### config.mk
export PLATFORM = sky130hd
export DESIGN_NAME = pci_irq_router
export DESIGN_NICKNAME = d
export VERILOG_FILES = /design/src/rtl/pci_irq_pkg.sv /design/src/rtl/irq_swizzle.sv /design/src/rtl/irq_ack_ctrl.sv /design/src/rtl/pci_irq_router.sv
export SDC_FILE = /design/constraint.sdc
export NUM_CORES = 1
export LEC_CHECK = 0
export BUFFER_PORTS_ARGS = -buffer_cell sky130_fd_sc_hd__buf_4
export CAP_MARGIN = 20
export CORE_UTILIZATION = 22
export DETAILED_ROUTE_END_ITERATION = 7
export PLACE_DENSITY = 0.77
export SLEW_MARGIN = 20
export SYNTH_ARGS = -nofsm -noshare
export SYNTH_HDL_FRONTEND = slang
export SYNTH_SLANG_ARGS = --single-unit
### constraint.sdc
create_clock -name clk -period 1.2 [get_ports clk]
set_input_delay 0.3 -clock clk [delete_from_list [all_inputs] [get_ports clk]]
set_output_delay 0.3 -clock clk [all_outputs]
set_load 0.05 [all_outputs]
### src/rtl/pci_irq_pkg.sv
package pci_irq_pkg;
  typedef enum logic [0:0] {ACK_IDLE = 1'b0, ACK_WAIT = 1'b1} ack_state_e;
  localparam logic [1:0] SIZE_BYTE = 2'd0;
  localparam int HOST_LINES = 2;
endpackage

### src/rtl/irq_swizzle.sv
module irq_swizzle #(
  parameter int NUM_SLOTS = 32,
  parameter int NUM_PINS  = 4
) (
  input  logic                          clk,
  input  logic                          rst,
  input  logic                          shared_mode,
  input  logic [NUM_SLOTS*NUM_PINS-1:0] irq_in,
  output logic [1:0]                    host_irq
);
  localparam int NUM_IN = NUM_SLOTS * NUM_PINS;

  logic [NUM_SLOTS-1:0] slot_even, slot_odd;
  logic [1:0]           line_nxt;

  // Per-slot reduction: which pins land on line 0 versus line 1.
  for (genvar s = 0; s < NUM_SLOTS; s++) begin : g_slot
    always_comb begin
      slot_even[s] = 1'b0;
      slot_odd[s]  = 1'b0;
      for (int p = 0; p < NUM_PINS; p++) begin
        if (((s + p) % 2) == 0) slot_even[s] = slot_even[s] | irq_in[s*NUM_PINS+p];
        else                    slot_odd[s]  = slot_odd[s]  | irq_in[s*NUM_PINS+p];
      end
    end
  end

  always_comb begin
    if (shared_mode) line_nxt = {1'b0, |irq_in};
    else             line_nxt = {|slot_odd, |slot_even};
  end

  always_ff @(posedge clk) begin
    if (rst) host_irq <= '0;
    else     host_irq <= line_nxt;
  end

  // line 1 stays quiet in shared mode
  a_r4_shared_line1_low: assert property (@(posedge clk) disable iff (rst)
    $past(shared_mode) && !$past(rst) |-> !host_irq[1]);
  // no input, no interrupt one cycle later
  a_r5_idle_inputs: assert property (@(posedge clk) disable iff (rst)
    ($past(irq_in) == {NUM_IN{1'b0}}) && !$past(rst) |-> host_irq == 2'b00);
  // any asserted input shows on line 0 in shared mode
  a_r4_shared_any: assert property (@(posedge clk) disable iff (rst)
    shared_mode && (|irq_in) |=> host_irq[0]);
endmodule

### src/rtl/irq_ack_ctrl.sv
module irq_ack_ctrl
  import pci_irq_pkg::*;
#(
  parameter int VEC_W = 8
) (
  input  logic             clk,
  input  logic             rst,
  input  logic             ack_req,
  input  logic [1:0]       ack_size,
  output logic             ack_done,
  output logic             ack_err,
  output logic [VEC_W-1:0] ack_data,
  output logic             ctl_req,
  input  logic             ctl_vld,
  input  logic [VEC_W-1:0] ctl_vec
);
  ack_state_e st;

  always_ff @(posedge clk) begin
    if (rst) begin
      st       <= ACK_IDLE;
      ack_done <= 1'b0;
      ack_err  <= 1'b0;
      ack_data <= '0;
      ctl_req  <= 1'b0;
    end else begin
      ack_done <= 1'b0;
      ack_err  <= 1'b0;
      case (st)
        ACK_IDLE: begin
          if (ack_req) begin
            if (ack_size == SIZE_BYTE) begin
              ctl_req <= 1'b1;
              st      <= ACK_WAIT;
            end else begin
              ack_done <= 1'b1;
              ack_err  <= 1'b1;
              ack_data <= '0;
            end
          end
        end
        ACK_WAIT: begin
          if (ctl_vld) begin
            ctl_req  <= 1'b0;
            ack_done <= 1'b1;
            ack_data <= ctl_vec;
            st       <= ACK_IDLE;
          end
        end
        default: st <= ACK_IDLE;
      endcase
    end
  end

  // request held until the controller answers
  a_r6_req_hold: assert property (@(posedge clk) disable iff (rst)
    ctl_req && !ctl_vld |=> ctl_req);
  // returned vector is the one offered by the controller
  a_r7_vector: assert property (@(posedge clk) disable iff (rst)
    ctl_req && ctl_vld |=> ack_done && !ack_err && !ctl_req && ack_data == $past(ctl_vec));
  // wide access refused and not forwarded
  a_r8_wide_refused: assert property (@(posedge clk) disable iff (rst)
    (st == ACK_IDLE) && ack_req && (ack_size != SIZE_BYTE) |=> ack_err && ack_done && !ctl_req);
  // error only comes with a response
  a_r8_err_with_done: assert property (@(posedge clk) disable iff (rst)
    ack_err |-> ack_done);
endmodule

### src/rtl/pci_irq_router.sv
module pci_irq_router #(
  parameter int NUM_SLOTS = 32,
  parameter int NUM_PINS  = 4,
  parameter int VEC_W     = 8
) (
  input  logic                          clk,
  input  logic                          rst,
  input  logic                          shared_mode,
  input  logic [NUM_SLOTS*NUM_PINS-1:0] irq_in,
  output logic [1:0]                    host_irq,
  input  logic                          ack_req,
  input  logic [1:0]                    ack_size,
  output logic                          ack_done,
  output logic                          ack_err,
  output logic [VEC_W-1:0]              ack_data,
  output logic                          ctl_req,
  input  logic                          ctl_vld,
  input  logic [VEC_W-1:0]              ctl_vec
);
  irq_swizzle #(.NUM_SLOTS(NUM_SLOTS), .NUM_PINS(NUM_PINS)) u_route (
    .clk(clk), .rst(rst), .shared_mode(shared_mode),
    .irq_in(irq_in), .host_irq(host_irq)
  );

  irq_ack_ctrl #(.VEC_W(VEC_W)) u_ack (
    .clk(clk), .rst(rst), .ack_req(ack_req), .ack_size(ack_size),
    .ack_done(ack_done), .ack_err(ack_err), .ack_data(ack_data),
    .ctl_req(ctl_req), .ctl_vld(ctl_vld), .ctl_vec(ctl_vec)
  );
endmodule

; ---- After elaboration in Yosys (flattened, before gate mapping)
; Index checks and enable logic that the tools add are counted.
[op_classes]
add_sub_neg = 0
mul = 0
n_div = 0
order_cmp = 0
n_eq_ne = 4
n_shift = 0
n_mux = 17
n_bitwise = 65
n_reduce_logical = 8
[ops]
columns = op, count
row1 = $reduce_or A128 Y1, 1
row2 = $or A1 B1 Y1, 64
row3 = $reduce_or A32 Y1, 2
row4 = $mux W8, 3
row5 = $pmux W8 S2, 1
row6 = $mux W1, 10
row7 = $ne A2 B2 Y1 const B, 3
row8 = $pmux W1 S2, 3
row9 = $reduce_and A3 Y1, 2
row10 = $reduce_or A2 Y1, 2
row11 = $logic_not A2 Y1, 1
row12 = $ne A2 B1 Y1 const B, 1
row13 = $not A1 Y1, 1
[totals]
regBits = 14
latchBits = 0
ramBits = 0
rom_bits = 0
out_inout_bits = 13
mem_count = 0

; ---- Longest topological paths before layout
; Gate-level depths: netlist (run 1).
[logic_depth]
word_depth = 4
ltp_mapped = 5

; ---- Modules after synthesis
; From an unflattened synthesis (run 1), not the netlist that was laid out.
[unflattened]
cells_unflattened = 80
hier_area_um2 = 729.4
[by_module_without_submodules]
columns = mod, instances, cells_each, area_each_um2
row1 = irq_ack_ctrl, 1, 33, 396.6
row2 = irq_swizzle, 1, 47, 332.8

; ---- Least setup slack after synthesis (run 1)
; OpenSTA, ideal clock, no wires.
[synth_path]
kind = input port to flip-flop
startpoint = input irq_in[86]
endpoint = register u_route.host_irq[0]
setup_ns = 0.130
arrival_time_ns = 1.087
path_slack_ns = -0.017
cell_stages = 4
n_path_buf = 0
cell_sequence = nor4_1 nand4_1 nor4_2 o22ai_1
[synth_between]
elab_chain_cells = 2
[synth_lines]
columns = element, line
row1 = "start, declared", pci_irq_router.sv:9  ; input logic [NUM_SLOTS*NUM_PINS-1:0] irq_in,
row2 = $reduce_or A128 Y1, irq_swizzle.sv:29  ; if (shared_mode) line_nxt = {1'b0, |irq_in};
row3 = $mux W1, irq_swizzle.sv:29
row4 = "end signal, assigned", irq_swizzle.sv:35  ; else host_irq <= line_nxt;
row5 = "end, declared", irq_swizzle.sv:9  ; output logic [1:0] host_irq
; Every way passes these cells.
; A chain may end at the register's enable or synchronous reset.

; ---- Worst setup path after layout (run 1)
[layout_path]
startpoint = input irq_in[100]
endpoint = register u_route.host_irq[0]
; The elaborated chain is that of the path after synthesis.

==> impl_metrics.csv, run 1 <==
group,metric,value,unit
detailed_routing,first_iter_violations,60,
timing,rsz0062_at_grt,"true",
logic_synthesis,synth_top_area_cell,"dfxtp_1",
timing,maxSlewHeadroom,0.803,
floorplanning,die_w,60.3,µm
detailed_routing,first_pass_iters,6,
worst_hold_path,hp-class,"input pin to flop",
logic_synthesis,synth_cells,89,
detailed_routing,via_per_inst,4.79,
detailed_routing,ant_nets,0,
global_route,grt_max_degree,16,
power_and_ir_drop,total_leakage_power,1.00,nW
power_and_ir_drop,p_per_area,630,mW/mm²
logic_synthesis,synth_top_area_frac,0.375,
clock_tree,insertion_delay,0.28,ns
timing,hold_viol_final,0,
timing,slew_viol_final,0,
logic_synthesis,synth_nets,232,
logic_synthesis,yosysUniqueCellTypes,17,
logic_synthesis,synth_top_family_by_area,"simple AND/OR/NAND/NOR gates",
setup_path,required,1.36,ns
final_layout,syn_to_final_growth,186,%
setup_path,critPathKind,"input pin to flop",
logic_synthesis,synth.area.mux_share,0,
logic_synthesis,yosys-top-cells-area,"dfxtp_1 (38%), nor4_1 (27%), a22oi_1 (8.0%)",
detailed_routing,routed_wl,3.92,mm
global_route,grt_pass1_vias,1313,
setup_path,endpoint_kind,"flop",
setup_path,cp.arrival,1.32,ns
global_route,overflow,0,
clock_tree,cts_setup_buffers,0,
timing,period_needed,1.16,ns
clock_tree,clockBufferDepth,2,
setup_path,critPathLaunchType,"input pin",
logic_synthesis,synth_area,747,µm²
logic_synthesis,synth-xor-area-share,0,
detailed_routing,wl_per_cell,13.4,µm
place,gp_congestion,0.800,
timing,setup_ws,0.0440,ns
final_layout,final_cells,292,
logic_synthesis,ys_seq_area_frac,0.375,
timing,fmax,865,MHz
logic_synthesis,synth-seq-cells,14,
final_layout,nFillCells,279,
global_route,grt_pass1_wl,5.54,mm
floorplanning,io_pins,156,
final_layout,design_area,0.00214,mm²
floorplanning,core,0.00313,mm²
floorplanning,start_util,0.239,
clock_tree,cts_root_buffer,"clkbuf_4",
logic_synthesis,synthSimpleGateAreaFrac,0.489,
place,dp.cells,288,
place,port_buffers,155,
final_layout,final_nets,392,
detailed_routing,drcViolationCount,0,
timing,finalCritPeriodShare,0.963,
final_layout,multi_input_area,558,µm²
final_layout,diodes,0,
logic_synthesis,ys.warnings.count,0,
run_status,outcome,"finished clean",
floorplanning,fp-row-count,20,
timing,hold_slack,0.182,ns
clock_tree,cts_tree,"built",
place,place_area,0.00200,mm²
clock_tree,cts.sinks,14,
logic_synthesis,synth-compound-area-share,0.124,
place,hpwl,3.49,mm
final_layout,regArea,280,µm²
power_and_ir_drop,peakVddDrop,0.302,mV
clock_tree,cts_made_buffers,3,
final_layout,layout_common_cells,"buf_4 (152), nor4_1 (23), dfxtp_1 (14)",
logic_synthesis,synth_adder_area_share,0,
clock_tree,htree_levels,1,
floorplanning,die-area,0.00363,mm²
final_layout,drive_gt1_frac,0.702,
clock_tree,clk_pin_slew,0.08,ns
setup_path,cp_max_fo,2,
logic_synthesis,syn_area_per_cell,8.39,µm²
timing,finalSetupViolCount,0,
final_layout,fin_util,0.683,
final_layout,mostFrequentLayoutCell,"buf_4",
timing,tightest_slew,0.293,ns
floorplanning,die_h,60.3,µm
global_route,grt_antenna_before_repair,0,
global_route,grt_use_total,0.204,
run,cap_viol_max_count,0,
timing,fin_worst_skew,0.00293,ns
detailed_routing,num_vias,1400,
place,pre_cts_ws,-0.267,ns
-- final timing paths --
kind | end | slack [ns] | start | cells after the start
worst min register to register | u_ack.ctl_req | 0.49 | u_ack.ctl_req | 2
worst min-delay path | u_route.host_irq[1] | 0.18 | shared_mode | 2
worst max-delay path | u_route.host_irq[0] | 0.04 | irq_in[100] | 5
worst max register to register | u_ack.ack_data[3] | 0.13 | u_ack.st | 4
-- repair_timing --
item	4_1_cts	5_1_grt
endpoints found under the hold margin	0	0
resized for setup	0	15
endpoints found under the setup margin	0	2
hold buffers	0	0
-- Yosys cell counts, drive strengths merged --
master  count
nor4       34
dfxtp      14
nor2       10
a22oi       8
nand4       8
nand2b      4
a21oi       3
and2        1
buf         1
clkbuf      1
nand2       1
nor2b       1
nor3        1
o22ai       1
or2         1
-- logic make-up (layout without fill, tap and decap cells) --
logic type             Yosys count  in the layout
buffers and inverters            2            161
DFF                             14             14
AOI/OAI and AO/OA               12             12
and+or+nand+nor                 61             61
-- per-stage QoR --
stage / TNS (ns) / power (mW)
after CTS: 0 / 1.33
after global placement: -0.942 / 0.989
final: 0 / 1.35
after detailed placement: -1.11 / 0.998
after global routing: -0.0624 / 1.41
after floorplan: 0 / 0.599
-- sequential cells by signal (all words and copies together), names as in the netlist --
signal,flops
u_ack.ack_done,1
u_route.host_irq,2
u_ack.ctl_req,1
u_ack.st,1
u_ack.ack_data,8
u_ack.ack_err,1
-- area by class of cell --
type | count | share of cell area
timing repair buffer | 157 | 0.565
sequential | 14 | 0.131
clock buffer | 4 | 0.0170
tap | 44 | 0.0258
multi-input combinational | 73 | 0.261
-- report_power, final --
group	total [mW]	internal (mW)	switching (mW)
Sequential	0.484	0.479	0.00571
Combinational	0.529	0.350	0.179
Clock	0.333	0.185	0.148
-- worst max-delay path: stages --
cell and delay, ns:
buf_6 0.09, nor4_4 0.27, nand4_1 0.19, nor4_4 0.33
o22ai_1 0.13
-- routing by layer --
layer / wire, µm / vias up / track usage
met3: 390 / 6 / 0.0455
met5: 0 / - / 0
met4: 28 / 0 / 0.0631
met1: 1390 / 619 / 0.226
met2: 2110 / 84 / 0.380
li1: - / 691 / -
Power figures use the tool's default switching activity.
==> run 2: changes to the inputs <==
--- a/config.mk
+++ b/config.mk
@@ -5,11 +5,12 @@
 export SDC_FILE = /design/constraint.sdc
 export NUM_CORES = 1
 export LEC_CHECK = 0
-export BUFFER_PORTS_ARGS = -buffer_cell sky130_fd_sc_hd__buf_4
+export BUFFER_PORTS_ARGS = -buffer_cell sky130_fd_sc_hd__buf_2
 export CAP_MARGIN = 20
 export CORE_UTILIZATION = 22
 export DETAILED_ROUTE_END_ITERATION = 7
 export PLACE_DENSITY = 0.77
+export SETUP_SLACK_MARGIN = 0.3
 export SLEW_MARGIN = 20
 export SYNTH_ARGS = -nofsm -noshare
 export SYNTH_HDL_FRONTEND = slang
==> run 2 against run 1 <==
  * Critical path type unchanged
  * Final cell count is 1.7% higher
  * Non-clock buffer count is 5 higher
  * Highest routed layer unchanged
  * Sequential power up 2%
  * Power is 4.2% lower
  * Critical endpoint unchanged
  * Worst hold slack lost 0.0013 ns
  * Critical path depth is the same
  * Maximum frequency rose by 1.8%
==> impl_metrics.csv, run 2 (synthesis gave the netlist of run 1 again) <==
group,metric,value,unit
run_status,outcome,"finished clean",
floorplanning,io_pins,156,
global_route,grt_pass1_wl,5.69,mm
floorplanning,die-area,0.00363,mm²
final_layout,mostFrequentLayoutCell,"buf_2",
timing,fin_worst_skew,0.00661,ns
clock_tree,cts_made_buffers,3,
detailed_routing,first_pass_iters,4,
final_layout,largest_register_ffs,8,
clock_tree,clk_pin_slew,0.08,ns
power_and_ir_drop,peakVddDrop,0.252,mV
worst_hold_path,hp-class,"input pin to flop",
place,pre_cts_ws,-0.341,ns
clock_tree,cts_root_buffer,"clkbuf_4",
global_route,grt_use_total,0.209,
place,port_buffers,155,
place,gp_congestion,0.837,
timing,rsz0062_at_grt,"true",
detailed_routing,wl_per_cell,15.9,µm
setup_path,r2r-end,"u_ack.ack_data[1]",
global_route,grt_max_degree,13,
power_and_ir_drop,total_leakage_power,0.988,nW
setup_path,critPathLaunchType,"input pin",
timing,slew_viol_final,0,
final_layout,regArea,297,µm²
setup_path,critPathKind,"input pin to flop",
floorplanning,die_w,60.3,µm
clock_tree,cts.sinks,14,
timing,setup_ws,0.0645,ns
detailed_routing,ant_nets,0,
setup_path,crit-reg2reg-launch,"u_ack.st",
floorplanning,start_util,0.239,
floorplanning,fp-row-count,20,
final_layout,top_regs,"u_ack.ack_data (8), u_route.host_irq (2)",
setup_path,slowest_stage,"nor4_2",
final_layout,largest-register,"u_ack.ack_data",
setup_path,crit_family,"simple AND/OR/NAND/NOR gates",
setup_path,worstSetupEndpoint,"u_route.host_irq[0]",
detailed_routing,first_iter_violations,80,
final_layout,design_area,0.00220,mm²
clock_tree,insertion_delay,0.28,ns
setup_path,path_cells,"buf_2, nor4_2, nand4_1, nor4_2, o22ai_1",
setup_path,setup.worst_path.start,"irq_in[80]",
final_layout,layout_common_cells,"buf_2 (127), buf_6 (19), dfxtp_2 (13)",
detailed_routing,via_per_inst,4.99,
final_layout,syn_to_final_growth,194,%
clock_tree,clockBufferDepth,2,
timing,finalCritPeriodShare,0.946,
floorplanning,core,0.00313,mm²
setup_path,cp.arrival,1.30,ns
setup_path,worstSetupPathDepth,5,
timing,finalSetupViolCount,0,
setup_path,path_common_cell,"nor4_2",
setup_path,regToRegSetupSlack,0.15,ns
final_layout,drive_gt1_frac,0.862,
timing,tightest_slew,0.346,ns
setup_path,critPathBufInv,1,
clock_tree,cts_tree,"built",
clock_tree,htree_levels,1,
detailed_routing,drcViolationCount,0,
detailed_routing,num_vias,1482,
setup_path,cp_max_fo,1,
place,place_area,0.00165,mm²
timing,maxSlewHeadroom,0.768,
final_layout,multi_input_area,764,µm²
timing,fmax,881,MHz
setup_path,required,1.36,ns
place,hpwl,2.93,mm
global_route,grt_pass1_vias,1320,
global_route,overflow,0,
timing,hold_viol_final,0,
setup_path,max_stage_delay,0.31,ns
detailed_routing,routed_wl,4.71,mm
timing,period_needed,1.14,ns
run,cap_viol_max_count,0,
global_route,grt_antenna_before_repair,0,
setup_path,reg2regPathDepth,4,
final_layout,diodes,0,
final_layout,nFillCells,235,
setup_path,endpoint_kind,"flop",
final_layout,final_nets,398,
floorplanning,die_h,60.3,µm
power_and_ir_drop,p_per_area,587,mW/mm²
run 2: changes by cell type in the layout (fill, tap and decap cells not counted), moves of 5 or more:
cell,before,now
buf_4,152,4
buf_2,0,127
buf_6,4,19
dfxtp_1,14,1
dfxtp_2,0,13
buf_8,0,12
nor4_1,23,12
a22oi_1,8,0
a22oi_2,0,8
nor4_2,6,12
nor4_4,5,10
run 2: report_power, final:
| part | switching (mW) | leakage [nW] | internal (mW) |
|---|---|---|---|
| clock network | 0.142 | 0.0138 | 0.117 |
| logic | 0.241 | 0.855 | 0.295 |
| registers | 0.0137 | 0.120 | 0.481 |
run 2: timing repair:
action	in CTS	in global routing
setup buffers	0	3
gates resized for setup	65	37
hold buffers	0	0
setup endpoints to repair	26	27
pin swaps	24	14
cloned	1	0
run 2: final cells by class:
class / count / share of cell area
Timing Repair Buffer: 162 / 0.482
Multi-Input combinational cell: 74 / 0.348
Sequential cell: 14 / 0.135
Tap cell: 44 / 0.0250
Clock buffer: 3 / 0.0102
run 2: worst min path at each step:
stage | from | end | slack, ns | cells after the start
finish | shared_mode | u_route.host_irq[1] | 0.18 | 2
global route | shared_mode | u_route.host_irq[1] | 0.18 | 2
detailed placement | u_ack.ctl_req | u_ack.ctl_req | 0.46 | 2
floorplan | rst | u_ack.ctl_req | 0.36 | 1
global placement | u_ack.ctl_req | u_ack.ctl_req | 0.45 | 2
CTS | shared_mode | u_route.host_irq[1] | 0.18 | 2
run 2: worst reg2reg max path, delay by kind of cell, from the launching register on:
family | cells | cell delay [ns]
AOI/OAI and AO/OA | 2 | 0.33
DFF | 1 | 0.35
and+or+nand+nor | 2 | 0.29
run 2: per-layer routing:
| metal | part of all wire | vias up | track usage |
|---|---|---|---|
| met3 | 0.059 | 11 | 0.0303 |
| met1 | 0.37 | 686 | 0.228 |
| met4 | 0.027 | 0 | 0.0664 |
| li1 | - | 703 | - |
| met5 | 0 | - | 0 |
| met2 | 0.55 | 82 | 0.405 |
run 2: metrics by stage:
stage / hold slack [ns] / util / setup TNS [ns] / cells / total power [mW]
floorplan: 0.362 / - / 0 / 89 / 0.604
global placement: 0.454 / 0.527 / -0.614 / 290 / 0.863
detailed placement: 0.464 / 0.527 / -0.630 / 290 / 0.868
CTS: 0.182 / 0.626 / 0 / 294 / 1.20
global route: 0.184 / 0.703 / -0.0299 / 297 / 1.34
finish: 0.181 / 0.703 / 0 / 297 / 1.29
